### src/rtl/rtc_pkg.sv
package rtc_pkg;
  localparam int FIELD_W    = 8;
  localparam int NUM_FIELDS = 8;

  typedef enum logic [2:0] {
    F_HUND  = 3'd0,
    F_SEC   = 3'd1,
    F_MIN   = 3'd2,
    F_HOUR  = 3'd3,
    F_DAY   = 3'd4,
    F_DATE  = 3'd5,
    F_MONTH = 3'd6,
    F_YEAR  = 3'd7
  } field_e;

  // Step a packed two-digit BCD value by one (no wrap handling).
  function automatic logic [7:0] bcd_inc(input logic [7:0] v);
    if (v[3:0] == 4'd9) return {v[7:4] + 4'd1, 4'd0};
    else                return {v[7:4], v[3:0] + 4'd1};
  endfunction

  // BCD year divisible by four: even tens with units 0/4/8, odd tens with units 2/6.
  function automatic logic is_leap(input logic [7:0] y);
    if (y[4]) return (y[3:0] == 4'd2) || (y[3:0] == 4'd6);
    else      return (y[3:0] == 4'd0) || (y[3:0] == 4'd4) || (y[3:0] == 4'd8);
  endfunction

  function automatic logic [7:0] month_len(input logic [7:0] mo, input logic [7:0] yr);
    case (mo)
      8'h02:                      return is_leap(yr) ? 8'h29 : 8'h28;
      8'h04, 8'h06, 8'h09, 8'h11: return 8'h30;
      default:                    return 8'h31;
    endcase
  endfunction
endpackage

### src/rtl/rtc_prescaler.sv
module rtc_prescaler #(
  parameter int BASE_HZ = 32768,
  parameter int TICK_HZ = 100
) (
  input  logic clk,
  input  logic rst,
  input  logic run_en,
  input  logic clr,
  output logic tick
);
  localparam int ACC_W = $clog2(BASE_HZ + TICK_HZ);
  localparam logic [ACC_W-1:0] STEP  = ACC_W'(TICK_HZ);
  localparam logic [ACC_W-1:0] LIMIT = ACC_W'(BASE_HZ);

  logic [ACC_W-1:0] acc_q;
  logic [ACC_W-1:0] acc_sum;

  always_comb begin
    acc_sum = acc_q + STEP;
    tick    = run_en && !clr && (acc_sum >= LIMIT);
  end

  always_ff @(posedge clk) begin
    if (rst || clr)  acc_q <= '0;
    else if (run_en) acc_q <= tick ? (acc_sum - LIMIT) : acc_sum;
  end
endmodule

### src/rtl/rtc_time_chain.sv
module rtc_time_chain
  import rtc_pkg::*;
(
  input  logic         clk,
  input  logic         rst,
  input  logic         tick,
  input  logic         wr_en,
  input  logic [2:0]   wr_sel,
  input  logic [7:0]   wr_data,
  output logic [7:0]   hund_o,
  output logic [7:0]   sec_o,
  output logic [7:0]   min_o,
  output logic [7:0]   hour_o,
  output logic         day_carry
);
  logic c_sec, c_min, c_hr;
  logic [7:0] hour_nx;

  function automatic logic [7:0] next_hour(input logic [7:0] h);
    logic [7:0] s;
    if (h[6]) begin
      s = bcd_inc({3'b000, h[4:0]});
      if (h[4:0] == 5'h12)      return {2'b01, h[5], 5'h01};
      else if (h[4:0] == 5'h11) return {2'b01, ~h[5], 5'h12};
      else                      return {2'b01, h[5], s[4:0]};
    end else begin
      s = bcd_inc({2'b00, h[5:0]});
      if (h[5:0] == 6'h23) return 8'h00;
      else                 return {2'b00, s[5:0]};
    end
  endfunction

  always_comb begin
    c_sec     = tick  && (hund_o == 8'h99);
    c_min     = c_sec && (sec_o  == 8'h59);
    c_hr      = c_min && (min_o  == 8'h59);
    day_carry = c_hr && (hour_o[6] ? (hour_o[5] && hour_o[4:0] == 5'h11)
                                   : (hour_o[5:0] == 6'h23));
    hour_nx   = next_hour(hour_o);
  end

  always_ff @(posedge clk) begin
    if (rst) begin
      hund_o <= 8'h00;
      sec_o  <= 8'h00;
      min_o  <= 8'h00;
      hour_o <= 8'h00;
    end else begin
      if (wr_en && wr_sel == F_HUND) hund_o <= wr_data;
      else if (tick)                 hund_o <= (hund_o == 8'h99) ? 8'h00 : bcd_inc(hund_o);

      if (wr_en && wr_sel == F_SEC)  sec_o <= {1'b0, wr_data[6:0]};
      else if (c_sec)                sec_o <= (sec_o == 8'h59) ? 8'h00 : bcd_inc(sec_o);

      if (wr_en && wr_sel == F_MIN)  min_o <= {1'b0, wr_data[6:0]};
      else if (c_min)                min_o <= (min_o == 8'h59) ? 8'h00 : bcd_inc(min_o);

      if (wr_en && wr_sel == F_HOUR) hour_o <= {1'b0, wr_data[6:0]};
      else if (c_hr)                 hour_o <= hour_nx;
    end
  end
endmodule

### src/rtl/rtc_date_chain.sv
module rtc_date_chain
  import rtc_pkg::*;
(
  input  logic         clk,
  input  logic         rst,
  input  logic         day_carry,
  input  logic         wr_en,
  input  logic [2:0]   wr_sel,
  input  logic [7:0]   wr_data,
  output logic [7:0]   day_o,
  output logic [7:0]   date_o,
  output logic [7:0]   month_o,
  output logic [7:0]   year_o
);
  logic c_mon, c_yr;

  always_comb begin
    c_mon = day_carry && (date_o == month_len(month_o, year_o));
    c_yr  = c_mon && (month_o == 8'h12);
  end

  always_ff @(posedge clk) begin
    if (rst) begin
      day_o   <= 8'h01;
      date_o  <= 8'h01;
      month_o <= 8'h01;
      year_o  <= 8'h00;
    end else begin
      if (wr_en && wr_sel == F_DAY)   day_o <= {5'b0, wr_data[2:0]};
      else if (day_carry)             day_o <= (day_o == 8'h07) ? 8'h01 : bcd_inc(day_o);

      if (wr_en && wr_sel == F_DATE)  date_o <= {2'b0, wr_data[5:0]};
      else if (day_carry)             date_o <= c_mon ? 8'h01 : bcd_inc(date_o);

      if (wr_en && wr_sel == F_MONTH) month_o <= {3'b0, wr_data[4:0]};
      else if (c_mon)                 month_o <= c_yr ? 8'h01 : bcd_inc(month_o);

      if (wr_en && wr_sel == F_YEAR)  year_o <= wr_data;
      else if (c_yr)                  year_o <= (year_o == 8'h99) ? 8'h00 : bcd_inc(year_o);
    end
  end
endmodule

### src/rtl/rtc_calendar.sv
module rtc_calendar
  import rtc_pkg::*;
#(
  parameter int BASE_HZ = 32768,
  parameter int TICK_HZ = 100
) (
  input  logic         clk,
  input  logic         rst,
  input  logic         run_en,
  input  logic         wr_en,
  input  logic [2:0]   wr_sel,
  input  logic [7:0]   wr_data,
  input  logic [2:0]   rd_sel,
  output logic [7:0]   rd_data
);
  logic tick, day_carry;
  logic [7:0] hund_q, sec_q, min_q, hour_q, day_q, date_q, month_q, year_q;
  logic [FIELD_W-1:0] fld [NUM_FIELDS];

  rtc_prescaler #(.BASE_HZ(BASE_HZ), .TICK_HZ(TICK_HZ)) u_pre (
    .clk(clk), .rst(rst), .run_en(run_en), .clr(wr_en), .tick(tick)
  );

  rtc_time_chain u_time (
    .clk(clk), .rst(rst), .tick(tick),
    .wr_en(wr_en), .wr_sel(wr_sel), .wr_data(wr_data),
    .hund_o(hund_q), .sec_o(sec_q), .min_o(min_q), .hour_o(hour_q),
    .day_carry(day_carry)
  );

  rtc_date_chain u_date (
    .clk(clk), .rst(rst), .day_carry(day_carry),
    .wr_en(wr_en), .wr_sel(wr_sel), .wr_data(wr_data),
    .day_o(day_q), .date_o(date_q), .month_o(month_q), .year_o(year_q)
  );

  always_comb begin
    fld[F_HUND]  = hund_q;
    fld[F_SEC]   = sec_q;
    fld[F_MIN]   = min_q;
    fld[F_HOUR]  = hour_q;
    fld[F_DAY]   = day_q;
    fld[F_DATE]  = date_q;
    fld[F_MONTH] = month_q;
    fld[F_YEAR]  = year_q;
  end

  always_ff @(posedge clk) begin
    if (rst) rd_data <= '0;
    else     rd_data <= fld[rd_sel];
  end
endmodule

### config.mk
export PLATFORM = sky130hd
export DESIGN_NAME = rtc_calendar
export DESIGN_NICKNAME = d
export VERILOG_FILES = /design/src/rtl/rtc_pkg.sv /design/src/rtl/rtc_prescaler.sv /design/src/rtl/rtc_time_chain.sv /design/src/rtl/rtc_date_chain.sv /design/src/rtl/rtc_calendar.sv
export SDC_FILE = /design/constraint.sdc
export NUM_CORES = 1
export LEC_CHECK = 0
export BUFFER_PORTS_ARGS = -buffer_cell sky130_fd_sc_hd__buf_2
export CAP_MARGIN = 20
export CORE_ASPECT_RATIO = 1.1
export CORE_MARGIN = 4
export CORE_UTILIZATION = 60
export CTS_CLUSTER_DIAMETER = 30
export DETAILED_ROUTE_END_ITERATION = 10
export PLACE_DENSITY = 0.89
export SYNTH_ARGS = -nofsm -noshare
export SYNTH_HDL_FRONTEND = slang
export SYNTH_SLANG_ARGS = --single-unit
### constraint.sdc
create_clock -name clk -period 3.45 [get_ports clk]
set_input_delay 0.69 -clock clk [delete_from_list [all_inputs] [get_ports clk]]
set_output_delay 0.69 -clock clk [all_outputs]
set_load 0.03 [all_outputs]
==> summary.md, run 1 <==
| Metric | Value |
|---|---|
| Slew @ Worst Pin | `roughly 0.95 ns` |
| Crit-path slowest cell | `or4b_4` |
| Share of cells above drive strength 1 | `11.33%` |
| Syn. warnings | `0` |
| Antenna viol nets, final | `0` |
| Max frequency | `between 300 and 400 MHz` |
| HP Class | `reg -> reg` |
| Path type of the worst setup path | `reg -> reg` |
| Cell depth of the worst hold path | `2` |
| Synthesized flop and latch total | `85` |
| EDFF count, synth | `0` |
| P_leak | `2.055 nW` |
| DR iter-0 viols | `541` |
| DR DRC count | `0` |
| H-tree depth reported by CTS | `3` |
| Post-Syn Instances | `654` |
| Clock buffer depth | `2` |
| Core Region | `0.008539 mm^2` |
| Setup clock skew after layout | `0.008067 ns` |
| Largest Register | `u_pre.acc_q` |
| Yosys cell types | `66` |
| Starting Density | `63.02%` |
| Slew Limit Fails | `0` |
| Port buffer count | `25` |
| Synth Flop Type | `dfxtp_1` |
| CTS root buf | `clkbuf_8` |
| Power density cells | `approximately 330 mW/mm^2` |
| Async SR Flop Fraction | `0%` |
| Die footprint | `0.01055 mm^2` |
| Via density | `approximately 6.7` |
| Via count | `5142` |
| Final setup vio count | `0` |
| CTS tree | `done` |
| Die Wd | `98.30 um` |
| CTS sink cnt | `85` |
| Cts hold-fix bufs | `0` |
| Final hold violation count | `0` |
| RSZ-0062 raised after global routing | `no` |
| Total CTS buffers | `9` |
| FP Rows | `35` |
| Sequential fraction of the synthesis area | `about a third` |
| Largest register FFs | `14` |
| Hpwl dp | `10230 um` |
| CP cell instances | `inv_1 > ha_1 > or3b_4 > o32a_1 > or4b_4 > a211oi_4 > nand4_4 > or3_1 > and3_1` |
| CP peak stage delay | `0.53 ns` |
| Type of origin of the critical path | `flip-flop` |
| Initial antenna violation count | `0` |
| Peak fanout along the critical path | `9` |
| Outcome | `completed` |
| Kind of end point of the critical path | `flip-flop` |
| Final min period | `3.262 ns` |
| Clk Latency, worst-skew pair | `between 0.3 and 0.4 ns` |
| Max-capacitance violation count | `0` |
| Area grow syn2layout | `6.115%` |
| Clock Pin Slew Worst Setup and Hold Paths | `0.09 ns` |
| Commonest non-fill, non-tap cell in the layout | `nor2_1` |
| Fin crit share | `approximately 95%` |
| Post-synthesis average cell area | `between 8 and 9 um^2` |
| Vias in the first global route | `4717` |
| Largest net degree at the start of global routing | `53` |
| Io pins | `26` |
| Total congestion overflow | `0` |
| GPL Wtd Cong | `0.9451` |
| Final nets | `699` |
| Commonest cells after routing, fill and taps aside | `nor2_1, dfxtp_1, nand2_1` |
| Global-route usage over all layers | `27.29%` |
| First-pass GRT wire length | `23390 um` |
| Pre-CTS setup slack | `0.2517 ns` |
| Worst Reg-to-Reg Cells | `9` |
| WP data arrival | `3.53 ns` |
| Post-CTS Resized | `0` |
| Netlist Area Pre-Place | `about 0.0054 mm^2` |
| Peak VDD IR | `0.0001832 V` |
| Wirelength per Cell | `18.36 um` |
| Setup ws final | `0.1885 ns` |
| Die Span Y | `107.3 um` |
| Post-Route WL | `14190 um` |
| Postcts setup bufs | `0` |
| Slew headroom | `36.44%` |
| CP required | `3.71 ns` |
| Ant. Diodes | `0` |
| Syn nets | `between 600 and 700` |
| Setup TNS | `0 ns` |
| DR pass1 iterations | `5` |
[synthesized netlist by cell type (3+ instances only)]
| library cell | count | area [um^2] |
|---|---|---|
| or3_1 | 7 | 43.79 |
| or2_2 | 5 | 31.28 |
| ha_1 | 24 | 300.3 |
| nand4_1 | 7 | 43.79 |
| o21ai_0 | 23 | 115.1 |
| mux2i_1 | 17 | 170.2 |
| nand3_1 | 43 | 215.2 |
| nor3b_1 | 5 | 37.54 |
| dfxtp_1 | 85 | 1702 |
| o22ai_1 | 5 | 31.28 |
| nand3b_1 | 8 | 60.06 |
| nor2b_1 | 9 | 56.30 |
| and2_1 | 7 | 43.79 |
| clkbuf_1 | 33 | 123.9 |
| buf_1 | 4 | 15.01 |
| a31oi_1 | 9 | 56.30 |
| mux4_2 | 15 | 337.8 |
| and3b_1 | 6 | 52.55 |
| and3_1 | 4 | 25.02 |
| nor2_1 | 86 | 322.8 |
| nand2_1 | 49 | 183.9 |
| nor3_1 | 29 | 145.1 |
| xnor2_1 | 12 | 105.1 |
| nor4b_1 | 4 | 35.03 |
| inv_1 | 24 | 90.09 |
| a22oi_1 | 4 | 30.03 |
| o211ai_1 | 7 | 52.55 |
| a311oi_1 | 6 | 52.55 |
| a211oi_1 | 17 | 127.6 |
| nor4_1 | 8 | 50.05 |
| xor2_1 | 13 | 113.9 |
| nand2b_1 | 9 | 56.30 |
| o31ai_1 | 3 | 22.52 |
| a211o_1 | 3 | 26.28 |
| a32oi_1 | 3 | 26.28 |
| a21oi_1 | 23 | 115.1 |
[cells by family (layout without fill, tap and decap cells)]
| kind of cell | count (synthesis) | count (layout) | synth area share (%) |
|---|---|---|---|
| compound gates | 125 | 125 | 16.00 |
| fa+ha+maj | 24 | 24 | 5.580 |
| buf+inv | 64 | 72 | 4.650 |
| simple gates | 297 | 297 | 28.23 |
| mux | 34 | 34 | 9.858 |
| flops | 85 | 85 | 31.62 |
| xor+xnor | 25 | 25 | 4.069 |
[report_power, final]
group	total (W)	internal, W	switching, W
clock network	0.000654	0.000264	0.000390
logic	0.000188	0.0000714	0.000116
registers	0.00103	0.00100	0.0000326
[final timing paths]
| path | slack [ns] | start | end |
|---|---|---|---|
| max | 0.19 | u_date.month_o[4]$_SDFFE_PP0P_ | u_date.year_o[7]$_SDFFE_PP0P_ |
| min | 0.51 | u_pre.acc_q[10]$_SDFFE_PP0P_ | u_pre.acc_q[10]$_SDFFE_PP0P_ |
| max reg2reg | 0.19 | u_date.month_o[4]$_SDFFE_PP0P_ | u_date.year_o[7]$_SDFFE_PP0P_ |
| min reg2reg | 0.51 | u_pre.acc_q[10]$_SDFFE_PP0P_ | u_pre.acc_q[10]$_SDFFE_PP0P_ |
[per-stage QoR]
step | util, % | cells | area (um^2) | hold WS (ns) | total power [W]
after detailed placement | 64.85 | 757 | 5538 | 0.4953 | 0.001240
after global routing | 66.87 | 773 | 5710 | 0.5425 | 0.001933
final | 66.87 | 773 | 5710 | 0.5091 | 0.001877
after floorplan | - | 654 | 5381 | 0.4583 | 0.001181
after global placement | 64.85 | 757 | 5538 | 0.4703 | 0.001232
after CTS | 66.87 | 773 | 5710 | 0.5118 | 0.001877
[metal layers]
| metal | share of wire [%] | global-route usage, % |
|---|---|---|
| met5 | 0 | 0 |
| met4 | 3.9 | 13.37 |
| met3 | 10 | 3.953 |
| met2 | 45 | 42.61 |
| met1 | 41 | 37.05 |
[cell type report]
class / count / area [um^2]
Fill cell: 688 / 2829
Clock inverter: 7 / 48.80
Sequential cell: 85 / 1702
Timing Repair Buffer: 32 / 177.7
Clock buffer: 9 / 123.9
Multi-Input combinational cell: 505 / 3430
Inverter: 24 / 90.09
Tap cell: 111 / 138.9
[critical path: cells and delay by family (launching register included)]
kind | cells | cell delay, ns
AO/OA/AOI/OAI | 2 | 0.73
adder cells (fa/ha/maj) | 1 | 0.21
buffers and inverters | 1 | 0.12
flip-flops | 1 | 0.37
AND/OR/NAND/NOR | 5 | 1.74
(Power assumes the default switching activity.)
==> run 2: changes to the inputs <==
CORE_UTILIZATION = 37   (was 60)
GPL_ROUTABILITY_DRIVEN = 0   (was not set)
PLACE_DENSITY = 0.66   (was 0.89)
clock period = 2.7 ns   (was 3.45 ns; I/O delays follow)
==> run 2 against run 1 <==
Compared with the run above: the run now ends with negative setup slack left; core utilization shrank 22 points; wire length rose by 10%; cell count rose by 16%; combinational power grew 41%; sequential power is 28% higher; worst hold slack got worse by 0.011 ns; via count rose by 1.1%; first-iteration DRC count down 0.74%; clock-buffer cell count is 1 higher; register-to-register slack worse by 0.35 ns; non-clock buffer count increased by 43; critical endpoint is now u_date.year_o[4]$_SDFFE_PP0P_.
==> summary.md, run 2 (same netlist as run 1, synthesis figures left out) <==
| Metric | Value |
|---|---|
| Final core utilization | `45.07%` |
| Kind of end point of the critical path | `flip-flop` |
| Commonest cells after routing, fill and taps aside | `nor2_1, dfxtp_1, nand2_1` |
| Largest Register | `u_pre.acc_q` |
| P_leak | `2.353 nW` |
| Area grow syn2layout | `17.41%` |
| Vias in the first global route | `5020` |
| DR pass1 iterations | `5` |
| Peak VDD IR | `0.0003338 V` |
| Via density | `5.823` |
| CTS sink cnt | `85` |
| Clk Latency, worst-skew pair | `0.35 ns` |
| Die footprint | `0.01654 mm^2` |
| CP required | `2.97 ns` |
| Outcome | `finished, violations left` |
| Slew headroom | `59.12%` |
| Max frequency | `349.9 MHz` |
| Setup ws final | `-0.1582 ns` |
| Largest register FFs | `14` |
| Total congestion overflow | `0` |
| Die Wd | `123.0 um` |
| Slew @ Worst Pin | `0.6050 ns` |
| Post-Route WL | `15630 um` |
| RSZ-0062 raised after global routing | `yes` |
| Initial antenna violation count | `0` |
| Ant. Diodes | `0` |
| CTS tree | `done` |
| Total CTS buffers | `9` |
| Setup clock skew after layout | `around 0.0084 ns` |
| Worst r2r dst | `u_date.year_o[4]$_SDFFE_PP0P_` |
| Dpl cells | `~880` |
| First-pass GRT wire length | `25610 um` |
| Slew Limit Fails | `0` |
| R2R Path Start | `u_date.month_o[4]$_SDFFE_PP0P_` |
| FP Rows | `45` |
| Wirelength per Cell | `roughly 18 um` |
| Last element of the critical path | `u_date.year_o[4]$_SDFFE_PP0P_` |
| Worst setup startpoint | `u_date.month_o[4]$_SDFFE_PP0P_` |
| Port buffer count | `25` |
| R2R setup slack | `-0.16 ns` |
| WP data arrival | `3.13 ns` |
| Io pins | `26` |
| Peak fanout along the critical path | `6` |
| DR iter-0 viols | `537` |
| Clock buffer depth | `2` |
| Hpwl dp | `about 12000 um` |
| Power density cells | `445.6 mW/mm^2` |
| Max-capacitance violation count | `0` |
| H-tree depth reported by CTS | `3` |
| Commonest non-fill, non-tap cell in the layout | `nor2_1` |
| Fillcell total | `1360` |
| Failing checks | `negative setup slack` |
| CTS root buf | `clkbuf_16` |
| Type of origin of the critical path | `flip-flop` |
| Path type of the worst setup path | `reg -> reg` |
| Antenna viol nets, final | `0` |
| DR DRC count | `0` |
| Starting Density | `38.38%` |
| Share of cells above drive strength 1 | `18.44%` |
| Worst Reg-to-Reg Cells | `10` |
| Final nets | `742` |
| Clock Pin Slew Worst Setup and Hold Paths | `0.07 ns` |
| Fin crit share | `105.9%` |
| HP Class | `reg -> reg` |
| Core Region | `0.01402 mm^2` |
| Largest net degree at the start of global routing | `34` |
| Die Span Y | `around 130 um` |
| Global-route usage over all layers | `19.52%` |
| Via count | `5200` |
| Final hold violation count | `0` |
| Final setup vio count | `11` |
| Final min period | `2.858 ns` |
| Non-filler cells, final | `893` |
## run 2: cell count changes in the layout (fill, tap and decap cells not counted), sizes merged
| cell | delta |
|---|---|
| clkbuf | +1 |
| clkinv | -2 |
| buf | +43 |
| inv | +1 |
## run 2: where the power goes
group,switching [W],internal [W],total (W)
clock network,0.000568,0.000665,0.00123
registers,0.0000361,0.00128,0.00132
logic,0.000162,0.000103,0.000265
total,0.000766,0.00205,0.00282
## run 2: cell type report
cell class	instances	area [um^2]	area share [%]
inverter	24	90.09	1.426
timing repair buffer	75	515.5	8.158
multi-input combinational	505	3481	55.09
clock buffer	10	239.0	3.782
tap	188	235.2	3.723
clock inverter	6	53.80	0.8515
sequential	85	1704	26.97
## run 2: stage by stage
| step | power, W | TNS, ns | hold WS (ns) | setup WS (ns) | instance area [um^2] |
|---|---|---|---|---|---|
| final | 0.002815 | -0.6904 | 0.4983 | -0.1582 | 6319 |
| after global routing | 0.002926 | -2.543 | 0.5017 | -0.2545 | 6319 |
| after CTS | 0.002833 | -0.3297 | 0.4961 | -0.1332 | 6290 |
| after detailed placement | 0.001604 | -0.3970 | 0.4835 | -0.1236 | 5958 |
| after global placement | 0.001596 | -0.08258 | 0.4711 | -0.07029 | 5958 |
| after floorplan | 0.001510 | -0.3729 | 0.4583 | -0.1585 | 5404 |
## run 2: routing by layer
layer / wire, um / global-route usage, % / vias up / part of all wire [%]
met5: 0 / 0 / - / 0
met4: 384 / 7.631 / 0 / 2.5
met3: 965 / 3.645 / 24 / 6.2
met2: 7203 / 31.05 / 164 / 46
met1: 7074 / 26.20 / 2540 / 45
li1: - / - / 2472 / -
## run 2: repair_timing
item / 4_1_cts / 5_1_grt
resized for setup: 7 / 7
endpoints found under the hold margin: 0 / 0
buffers inserted: 1 / 1
pin swaps: 2 / 3
setup endpoints to repair: 14 / 25
hold buffers: 0 / 0
## run 2: worst max-delay path, stage by stage, from the launching register on
cell and delay [ns]:
dfxtp_2 0.32, inv_2 0.07, ha_4 0.13, or3b_4 0.39, o32a_1 0.19, or4b_4 0.56, a211oi_4 0.25, buf_6 0.16
nand4_4 0.10, or4_1 0.51, o211ai_1 0.09
## run 2: worst min-delay path by stage
stage                                            start                            end  slack (ns)  cells past startpoint
after floorplan           u_pre.acc_q[10]$_SDFFE_PP0P_   u_pre.acc_q[10]$_SDFFE_PP0P_        0.46                      2
after global placement    u_pre.acc_q[10]$_SDFFE_PP0P_   u_pre.acc_q[10]$_SDFFE_PP0P_        0.47                      2
after detailed placement  u_pre.acc_q[10]$_SDFFE_PP0P_   u_pre.acc_q[10]$_SDFFE_PP0P_        0.48                      2
after CTS                 u_pre.acc_q[10]$_SDFFE_PP0P_   u_pre.acc_q[10]$_SDFFE_PP0P_        0.50                      2
after global routing                        wr_data[6]  u_time.hour_o[6]$_SDFFE_PP0P_        0.50                      3
final                     u_pre.acc_q[10]$_SDFFE_PP0P_   u_pre.acc_q[10]$_SDFFE_PP0P_        0.50                      2
